**src/rtl/sort_column_pkg.sv**
```systemverilog
package sort_column_pkg;
  typedef struct packed {
    logic doInsert;
    logic doClear;
  } sortStrobes_t;
endpackage

```
**src/rtl/sort_column_ctrl.sv**
```systemverilog
module sort_column_ctrl
  import sort_column_pkg::*;
(
  input  logic         clk,
  input  logic         rstN,
  input  logic         clr,
  input  logic         inValid,
  output sortStrobes_t strobes
);
  always_comb begin
    strobes.doClear  = clr;
    strobes.doInsert = inValid & ~clr;
  end


  clear_wins_chk: assert property (@(posedge clk) disable iff (!rstN)
    strobes.doClear |-> !strobes.doInsert);
endmodule

```
**src/rtl/sort_column_dp.sv**
```systemverilog
module sort_column_dp
  import sort_column_pkg::*;
#(
  parameter int DEPTH = 8,
  parameter int KEY_W = 8
) (
  input  logic                   clk,
  input  logic                   rstN,
  input  sortStrobes_t           strobes,
  input  logic [KEY_W-1:0]       inKey,
  output logic [DEPTH*KEY_W-1:0] cellKeys,
  output logic [DEPTH-1:0]       cellUsed
);
  localparam int LAST = DEPTH - 1;

  logic [KEY_W-1:0] keyQ [DEPTH];
  logic [DEPTH-1:0] usedQ;
  logic [DEPTH-1:0] moveDown;

  for (genvar i = 0; i < DEPTH; i++) begin : g_cell
    logic upMove;
    logic upUsed;
    logic [KEY_W-1:0] upKey;
    logic [KEY_W-1:0] nextKey;
    logic nextUsed;
    logic loadEn;

    if (i == 0) begin : g_top
      assign upMove = 1'b0;
      assign upUsed = 1'b1;
      assign upKey  = '0;
    end else begin : g_mid
      assign upMove = moveDown[i-1];
      assign upUsed = usedQ[i-1];
      assign upKey  = keyQ[i-1];
    end

    // strict compare: equal keys stay put, so the sort is stable
    assign moveDown[i] = usedQ[i] && (inKey < keyQ[i]);

    always_comb begin
      nextKey  = keyQ[i];
      nextUsed = usedQ[i];
      loadEn   = 1'b0;
      if (usedQ[i]) begin
        if (moveDown[i]) begin
          loadEn  = 1'b1;
          nextKey = upMove ? upKey : inKey;
        end
      end else if (upMove) begin
        loadEn   = 1'b1;
        nextKey  = upKey;
        nextUsed = 1'b1;
      end else if (upUsed) begin
        loadEn   = 1'b1;
        nextKey  = inKey;
        nextUsed = 1'b1;
      end
    end

    always_ff @(posedge clk or negedge rstN) begin
      if (!rstN) begin
        usedQ[i] <= 1'b0;
        keyQ[i]  <= '0;
      end else if (strobes.doClear) begin
        usedQ[i] <= 1'b0;
      end else if (strobes.doInsert && loadEn) begin
        usedQ[i] <= nextUsed;
        keyQ[i]  <= nextKey;
      end
    end

    assign cellKeys[i*KEY_W +: KEY_W] = keyQ[i];
    assign cellUsed[i] = usedQ[i];

    if (i > 0) begin : g_chk

      contiguous_chk: assert property (@(posedge clk) disable iff (!rstN)
        usedQ[i] |-> usedQ[i-1]);

      ordered_chk: assert property (@(posedge clk) disable iff (!rstN)
        usedQ[i] |-> (keyQ[i-1] <= keyQ[i]));

      push_chk: assert property (@(posedge clk) disable iff (!rstN)
        (strobes.doInsert && moveDown[i-1]) |=> (usedQ[i] && keyQ[i] == $past(keyQ[i-1])));
    end
  end


  idle_hold_chk: assert property (@(posedge clk) disable iff (!rstN)
    (!strobes.doInsert && !strobes.doClear) |=> ($stable(usedQ) && keyQ[0] == $past(keyQ[0])));

  clear_empty_chk: assert property (@(posedge clk) disable iff (!rstN)
    strobes.doClear |=> (usedQ == '0));

  stay_full_chk: assert property (@(posedge clk) disable iff (!rstN)
    (usedQ[LAST] && !strobes.doClear) |=> usedQ[LAST]);
endmodule

```
**src/rtl/sort_column.sv**
```systemverilog
module sort_column
  import sort_column_pkg::*;
#(
  parameter int DEPTH = 8,
  parameter int KEY_W = 8
) (
  input  logic                   clk,
  input  logic                   rstN,
  input  logic                   clr,
  input  logic                   inValid,
  input  logic [KEY_W-1:0]       inKey,
  output logic                   isFull,
  output logic [DEPTH*KEY_W-1:0] cellKeys,
  output logic [DEPTH-1:0]       cellUsed
);
  sortStrobes_t strobes;

  sort_column_ctrl ctrl_i (
    .clk(clk), .rstN(rstN), .clr(clr), .inValid(inValid), .strobes(strobes));

  sort_column_dp #(.DEPTH(DEPTH), .KEY_W(KEY_W)) dp_i (
    .clk(clk), .rstN(rstN), .strobes(strobes), .inKey(inKey),
    .cellKeys(cellKeys), .cellUsed(cellUsed));

  assign isFull = cellUsed[DEPTH-1];


  grow_one_chk: assert property (@(posedge clk) disable iff (!rstN)
    (inValid && !clr && !isFull) |=> ($countones(cellUsed) == $countones($past(cellUsed)) + 1));
endmodule

```
**config.mk**
```make
export PLATFORM = sky130hd
export DESIGN_NAME = sort_column
export DESIGN_NICKNAME = d
export VERILOG_FILES = /design/src/rtl/sort_column_pkg.sv /design/src/rtl/sort_column_ctrl.sv /design/src/rtl/sort_column_dp.sv /design/src/rtl/sort_column.sv
export SDC_FILE = /design/constraint.sdc
export NUM_CORES = 1
export LEC_CHECK = 0
export ABC_AREA = 1
export BUFFER_PORTS_ARGS = -buffer_cell sky130_fd_sc_hd__buf_2
export CORE_MARGIN = 10
export CORE_UTILIZATION = 54
export CTS_BUF_LIST = sky130_fd_sc_hd__clkbuf_8
export CTS_CLUSTER_SIZE = 12
export DETAILED_ROUTE_END_ITERATION = 8
export GPL_ROUTABILITY_DRIVEN = 1
export PLACE_DENSITY_LB_ADDON = 0.15
export SLEW_MARGIN = 40
export SYNTH_ARGS = -nofsm -noshare
export SYNTH_HDL_FRONTEND = slang
export SYNTH_SLANG_ARGS = --single-unit
export TNS_END_PERCENT = 5
```
**constraint.sdc**
```tcl
create_clock -name clk -period 3.3 [get_ports clk]
set_input_delay 0.495 -clock clk [delete_from_list [all_inputs] [get_ports clk]]
set_output_delay 0.495 -clock clk [all_outputs]
set_load 0.005 [all_outputs]
```
Yosys cells after proc, flatten, opt, wreduce, memory -nomap -nowiden
Cells that the tools add are included.
Widths: inputs -> output; s select.
{"block": "totals", "ff_bits": 72, "elab_cells": 163}
{"block": "classes", "eq_ne": 8, "magnitude_cmp": 8, "muxes": 90, "reduce_logical": 39, "bitwise_logic": 2}
{"op": "$mux 8", "n": 37}
{"op": "$lt 8x8->1", "n": 8}
{"op": "$mux 1", "n": 53}
{"op": "$reduce_and 4->1", "n": 7}
{"op": "$reduce_bool 3->1", "n": 7}
{"op": "$logic_and 1x1->1", "n": 16}
{"op": "$ne 2x2->1 const B", "n": 8}
{"op": "$reduce_bool 2->1", "n": 8}
{"op": "$reduce_and 3->1", "n": 1}
{"op": "$and 1x1->1", "n": 1}
{"op": "$not 1->1", "n": 1}

Logic depth before layout (Yosys ltp)
Gate-level depths: netlist (run 1).
{"block": "logic_depth", "depth_word": 7, "mapped_depth": 14}

By module
From an unflattened synthesis (run 1), not the netlist that was laid out.
{"block": "unflattened", "cells_unflattened": 782, "hier_area_um2": 5703.0}
{"mod": "sort_column_dp", "instances": 1, "area_per_inst_um2": 5677.9, "cells_per_inst": 778}
{"mod": "sort_column_ctrl", "instances": 1, "area_per_inst_um2": 17.5, "cells_per_inst": 3}
{"mod": "sort_column", "instances": 1, "area_per_inst_um2": 7.5, "cells_per_inst": 1}

Worst setup path before layout (run 1)
No wires, ideal clock.
{"block": "synth_path", "path_kind": "input -> register", "from": "input inKey[5]", "to": "register dp_i.keyQ (netlist bit dp_i.g_cell[1].upKey[6])", "setup_ns": 0.117, "slack_ns": 1.441, "arrival_ns": 1.741, "path_buffers": 1, "cell_stages": 10, "cell_sequence": "ha_1 -> a21oi_1 -> nor2_1 -> nor3_4 -> nand2_1 -> nand2_1 -> nand2_2 -> buf_6 -> nand2_1 -> o21ai_2"}
{"block": "synth_between", "elab_chain_len": 6, "word_cells_on_any_way": 7}
{"element": "start: declaration", "line": "sort_column.sv:11", "text": "input logic [KEY_W-1:0] inKey,"}
{"element": "$lt 8x8->1 *", "line": "sort_column_dp.sv:39", "text": "assign moveDown[i] = usedQ[i] && (inKey < keyQ[i]);"}
{"element": "$logic_and 1x1->1 *", "line": "sort_column_dp.sv:39"}
{"element": "$mux 1", "line": "sort_column_dp.sv:46", "text": "if (moveDown[i]) begin"}
{"element": "$mux 1", "line": "sort_column_dp.sv:45", "text": "if (usedQ[i]) begin"}
{"element": "$logic_and 1x1->1", "line": "sort_column_dp.sv:67", "text": "end else if (strobes.doInsert && loadEn) begin"}
{"element": "$reduce_and 3->1 (no source line) *"}
{"element": "end signal: indexed assignment", "line": "sort_column_dp.sv:69", "text": "keyQ[i] <= nextKey;"}
{"element": "end: declaration", "line": "sort_column_dp.sv:16", "text": "logic [KEY_W-1:0] keyQ [DEPTH];"}
Mark *: on every way between the ends. The rest lies on a longest branch, timed or not.
A chain may end at the register's enable or synchronous reset.

Worst setup path in the final report (run 1)
{"block": "layout_path", "from": "input inKey[5]", "to": "register dp_i.keyQ (netlist bit dp_i.g_cell[1].upKey[7])"}
Same word-level chain as after synthesis.

==> results of run 1 <==
## how the worst max path moves through the flow
| stage | slack, ns | from | endpoint | cells after the start |
|---|---|---|---|---|
| after floorplan | 1.44 | inKey[5] | dp_i.g_cell[1].upKey[6]$_DFFE_PN0P_ | 10 |
| final | 1.19 | inKey[5] | dp_i.g_cell[1].upKey[7]$_DFFE_PN0P_ | 10 |
| after global routing | 1.04 | inKey[5] | dp_i.g_cell[1].upKey[7]$_DFFE_PN0P_ | 10 |
| after global placement | 0.98 | inKey[5] | dp_i.g_cell[1].upKey[1]$_DFFE_PN0P_ | 10 |
| after CTS | 1.23 | inKey[5] | dp_i.g_cell[1].upKey[7]$_DFFE_PN0P_ | 10 |
| after detailed placement | 0.87 | inKey[5] | dp_i.g_cell[1].upKey[7]$_DFFE_PN0P_ | 10 |
## synth_stat cells
cell type / count / area, um2
nand2_1: 338 / 1270
inv_1: 88 / 330
dfrtp_1: 72 / 1800
ha_1: 56 / 701
nand4_1: 49 / 307
a21oi_1: 22 / 110
nand2_2: 15 / 93.8
nand3_1: 14 / 70.1
nor2_1: 12 / 45.0
o21ai_0: 11 / 55.1
buf_4: 10 / 75.1
o21ai_2: 9 / 78.8
a21oi_4: 6 / 97.6
nand2_4: 6 / 67.6
o21a_1: 6 / 45.0
buf_2: 5 / 25.0
clkbuf_1: 5 / 18.8
nand3_4: 5 / 87.6
buf_6: 3 / 33.8
o21ai_1: 3 / 15.0
inv_2: 2 / 7.51
and3_1: 1 / 6.26
inv_6: 1 / 8.76
inv_8: 1 / 11.3
nor2_8: 1 / 20.0
nor3_4: 1 / 16.3
## power groups by stage
stage	registers, uW	clock network, uW	logic, uW
floorplan	1560	0	1320
detailed placement	1660	0	2000
finish	1660	634	1970
CTS	1650	640	2010
global placement	1650	0	1890
global route	1700	684	2310
## area by class of cell
cell class                 instances  share of cell area
clock inverter                     2             0.00125
clock buffer                      12              0.0274
multi-input combinational        555               0.512
timing repair buffer              86              0.0727
tap                              133              0.0276
sequential                        72               0.299
inverter                          92              0.0594
## per-layer routing
metal	wire (um)	part of all wire
met3	1080	0.073
met4	221	0.015
met5	0	0
met1	6580	0.45
met2	6830	0.46
## cells by family after synthesis
logic type	Yosys count	share of synthesized area
buffers and inverters	115	0.0946
adder cells (fa/ha/maj)	56	0.130
flip-flops	72	0.334
AND/OR/NAND/NOR	442	0.367
AO/OA/AOI/OAI	57	0.0744
## critical path, stage by stage
cell and delay [ns]:
buf_2 0.33, ha_1 0.32, a21oi_1 0.15, nor2_1 0.08, nor3_4 0.30, nand2_1 0.11
nand2_1 0.08, nand2_2 0.23, nand2_1 0.17, o21ai_2 0.07
## sequential cells by signal (all words and copies together), names as in the netlist
register,cells
dp_i.cellUsed,1
dp_i.g_cell.upKey,56
dp_i.cellKeys,8
dp_i.g_cell.upUsed,7
## metrics by stage
step                power, uW  cell area [um2]  hold WS [ns]  setup WS (ns)
floorplan                2890             5400         0.199           1.44
global placement         3540             5850         0.486          0.979
detailed placement       3660             5850         0.485          0.868
CTS                      4290             6020         0.144           1.23
global route             4690             6020         0.160           1.04
finish                   4260             6020         0.128           1.19
==> results.yml, run 1 <==
status:
  outcome: "completed"
pwr:
  p_per_area_mw_per_mm2: 708
  ir_drop_v: 0.000357
  internal_power_uw: 2370
  power.leakage_uw: 0.00347
  seq_power_share: 0.388
  p_sw_frac: 0.444
  combPwrFrac: 0.463
  p_sw_uw: 1890
  clkPwrFrac: 0.149
clocking:
  cts_setup_buffers: 0
  ctsHoldBuffers: 0
  numCtsBuffers: 9
  clk_path_buf_depth: 2
  clkTransAtPathRegs_ns: 0.07
  clock-sinks: 72
  cts_root_buffer: "clkbuf_8"
  clock_latency_ns: 0.35
  cts_resized: 0
  cts_tree: "done"
  htreeDepth: 3
finish:
  drive_above_1_share: 0.177
  num_antenna_cells: 0
  stdcell_count: 952
  finalNetCount: 884
  multi_input_area_mm2: 0.00308
  final_common_cell: "nand2_1"
  area_delta_synth_final_pct: 11.6
  regArea_mm2: 0.00180
  n_fill_cell: 919
  layout_common_cells: "nand2_1 (338), inv_1 (90), buf_2 (83), dfrtp_1 (72), ha_1 (56)"
  fin_util: 0.616
timing:
  period_minus_slack_ns: 2.11
  setup_viol: 0
  fin_worst_skew_ns: 0.0110
  maxSlewViolCount: 0
  tns_ns: 0
  tightest_slew_ns: 0.548
  period_share: 0.638
  hold_violations: 0
  slew_headroom: 0.635
  clock.fmax_ghz: 0.475
  rsz0062_at_grt: "no"
routing:
  drtIter0Drc: 276
  post_drt_wl_per_cell_um: 15.5
  viasPerCell: 5.25
  routed_wl_um: 14700
  drt-pass1-iter-count: 5
  vias: 5000
  drc: 0
  detail-route-antenna-nets: 0
die:
  die_w_um: 120
  pin_count: 85
  core_area_mm2: 0.00977
  die_h_um: 120
  die-area_mm2: 0.0144
  std_cell_rows: 36
  start_util: 0.552
global_route:
  met1_usage: 0.265
  grt_pass1_wl_um: 24500
  grt_max_degree: 42
  busiest_layer: "met2"
  grt_util_met3: 0.0567
  met2_usage: 0.338
  first_global_vias: 4857
  antenna_found_initial: 0
  grt.total_usage: 0.209
  overflow: 0
worst_setup_path:
  cp-end-kind: "flop"
  crit_required_ns: 3.53
  cp_max_fo: 16
  start_kind: "primary input"
  crit_arrival_ns: 2.33
  r2r_start: "dp_i.g_cell[1].upKey[5]$_DFFE_PN0P_"
  reg2regPathDepth: 10
  worst_r2r_endpoint: "dp_i.g_cell[1].upKey[7]$_DFFE_PN0P_"
  r2r_setup_slack_ns: 1.20
  worstSetupPathType: "primary input to flop"
synthesis:
  mappedNetlistArea_mm2: 0.00540
  yosysSeqAreaShare: 0.334
  syn_area_per_cell_um2: 7.27
  synth_seq_cells: 72
  ys_warn_count: 0
  synthDistinctLibCells: 26
  netlist_instances: 742
  synth_fp_nets: 810
placement:
  io_buffers: 84
  dpl.cell_count: 938
  place_congestion: 0.891
  dpl.hpwl_um: 10900
job:
  max-cap-violations: 0
min_path:
  min_path_type: "primary input to async pin"
(Power assumes the default switching activity.)
==> run 2, diff against run 1 <==
- clock period: 3.3 -> 2 ns (I/O delays scaled with it)
==> run 2 against run 1 <==
  * Final cell count up 2.7%
  * Sequential power up 65%
  * Worst hold slack improved by 0.064 ns
  * Critical path depth fell by 2
  * Power is 75% higher
  * Clock skew fell by 0.0014 ns
  * First-iteration DRC count is 23% higher
  * Final area rose by 5.0%
  * Combinational power rose by 76%
  * Critical path type is now flop to flop
==> results.yml, run 2 (synthesis results as in run 1) <==
status:
  outcome: "completed"
timing:
  maxSlewViolCount: 0
  clock.fmax_ghz: 0.540
  tns_ns: 0
  setup_viol: 0
  fin_ws_ns: 0.147
  slew_headroom: 0.546
  tightest_slew_ns: 0.681
  hold_violations: 0
  period_minus_slack_ns: 1.85
  period_share: 0.926
  fin_worst_skew_ns: 0.00968
  rsz0062_at_grt: "no"
routing:
  routed_wl_um: 15400
  drt-pass1-iter-count: 5
  drtIter0Drc: 340
  detail-route-antenna-nets: 0
  viasPerCell: 5.23
  drc: 0
  vias: 5115
  post_drt_wl_per_cell_um: 15.7
worst_setup_path:
  cp-end-kind: "flop"
  reg2regPathDepth: 8
  crit_required_ns: 2.30
  crit_arrival_ns: 2.15
  worstSetupPathType: "flop to flop"
  start_kind: "flop"
  worst_r2r_endpoint: "dp_i.g_cell[7].upKey[0]$_DFFE_PN0P_"
  cp_max_fo: 10
  r2r_start: "dp_i.g_cell[7].upKey[7]$_DFFE_PN0P_"
  r2r_setup_slack_ns: 0.15
global_route:
  grt.total_usage: 0.216
  first_global_vias: 5061
  overflow: 0
  grt_pass1_wl_um: 25600
  antenna_found_initial: 0
  grt_max_degree: 27
placement:
  dpl.cell_count: 961
  place_congestion: 0.878
  io_buffers: 84
  place_ws_ns: 0.00744
  dpl.hpwl_um: 11400
clocking:
  clock-sinks: 72
  clkTransAtPathRegs_ns: 0.08
  htreeDepth: 3
  cts_setup_buffers: 0
  cts_tree: "done"
  clock_latency_ns: 0.36
  clk_path_buf_depth: 2
  cts_root_buffer: "clkbuf_8"
  numCtsBuffers: 9
pwr:
  ir_drop_v: 0.000575
  power.leakage_uw: 0.00362
  p_per_area_mw_per_mm2: 1180
finish:
  n_fill_cell: 904
  largest_reg_flops: 56
  finalNetCount: 908
  fin_util: 0.647
  drive_above_1_share: 0.204
  num_antenna_cells: 0
  stdcell_count: 978
  layout_common_cells: "nand2_1 (338), inv_1 (88), buf_2 (84), dfrtp_1 (72), ha_1 (56)"
  final_common_cell: "nand2_1"
  area_delta_synth_final_pct: 17.1
die:
  die_w_um: 120
  die-area_mm2: 0.0144
  pin_count: 85
  core_area_mm2: 0.00977
  start_util: 0.552
  die_h_um: 120
  std_cell_rows: 36
min_path:
  min_to: "dp_i.g_cell[1].upUsed$_DFFE_PN0P_"
  min_from: "inValid"
  hold-path-cell-count: 3
  min_path_type: "primary input to flop"
job:
  max-cap-violations: 0
[run 2: critical path: stages, from the launching register on]
cell and delay (ns):
dfrtp_1 0.44, inv_1 0.07, ha_1 0.29, a21oi_1 0.16, o21a_1 0.21, nand3_4 0.16, a21oi_4 0.25, nand2_1 0.13
nand2_1 0.08
[run 2: timing repair]
action	CTS	global route
gates resized for setup	0	2
hold buffers	1	0
hold endpoints to repair	24	0
setup endpoints to repair	0	4
[run 2: power by group]
part	total [uW]	switching, uW	internal, uW
registers	2740	712	2030
logic	3470	1980	1490
clock network	1230	587	640
total	7440	3280	4160
[run 2: cell type report]
| cell class | count | area (um2) | share of cell area |
|---|---|---|---|
| repair buffers | 110 | 693 | 0.110 |
| clock buffers | 11 | 151 | 0.0240 |
| clock inverters | 5 | 55.1 | 0.00871 |
| flip-flops and latches | 72 | 1800 | 0.285 |
| inverters | 92 | 358 | 0.0566 |
| multi-input cells | 555 | 3090 | 0.490 |
| well taps | 133 | 166 | 0.0263 |
[run 2: layer usage]
metal	global-route usage	wire length, um
met2	0.348	7110
met4	0.0769	277
met5	0	0
met3	0.0497	965
met1	0.276	7000
[run 2: how the worst max path moves through the flow]
| stage | start | to |
|---|---|---|
| final | dp_i.g_cell[7].upKey[7]$_DFFE_PN0P_ | dp_i.g_cell[7].upKey[0]$_DFFE_PN0P_ |
| after global routing | dp_i.g_cell[3].upKey[7]$_DFFE_PN0P_ | dp_i.g_cell[3].upKey[3]$_DFFE_PN0P_ |
| after CTS | dp_i.g_cell[2].upKey[7]$_DFFE_PN0P_ | dp_i.g_cell[2].upKey[4]$_DFFE_PN0P_ |
| after detailed placement | inKey[5] | dp_i.g_cell[1].upKey[2]$_DFFE_PN0P_ |
| after global placement | inKey[5] | dp_i.g_cell[1].upKey[2]$_DFFE_PN0P_ |
| after floorplan | dp_i.g_cell[1].upKey[5]$_DFFE_PN0P_ | dp_i.g_cell[1].upKey[6]$_DFFE_PN0P_ |
[run 2: through the flow]
| stage | hold WS [ns] | total power (uW) | area, um2 |
|---|---|---|---|
| after detailed placement | 0.377 | 6230 | 6090 |
| after floorplan | 0.00441 | 4760 | 5400 |
| final | 0.191 | 7440 | 6320 |
| after CTS | 0.182 | 7470 | 6310 |
| after global routing | 0.190 | 8130 | 6320 |
| after global placement | 0.375 | 6020 | 6090 |
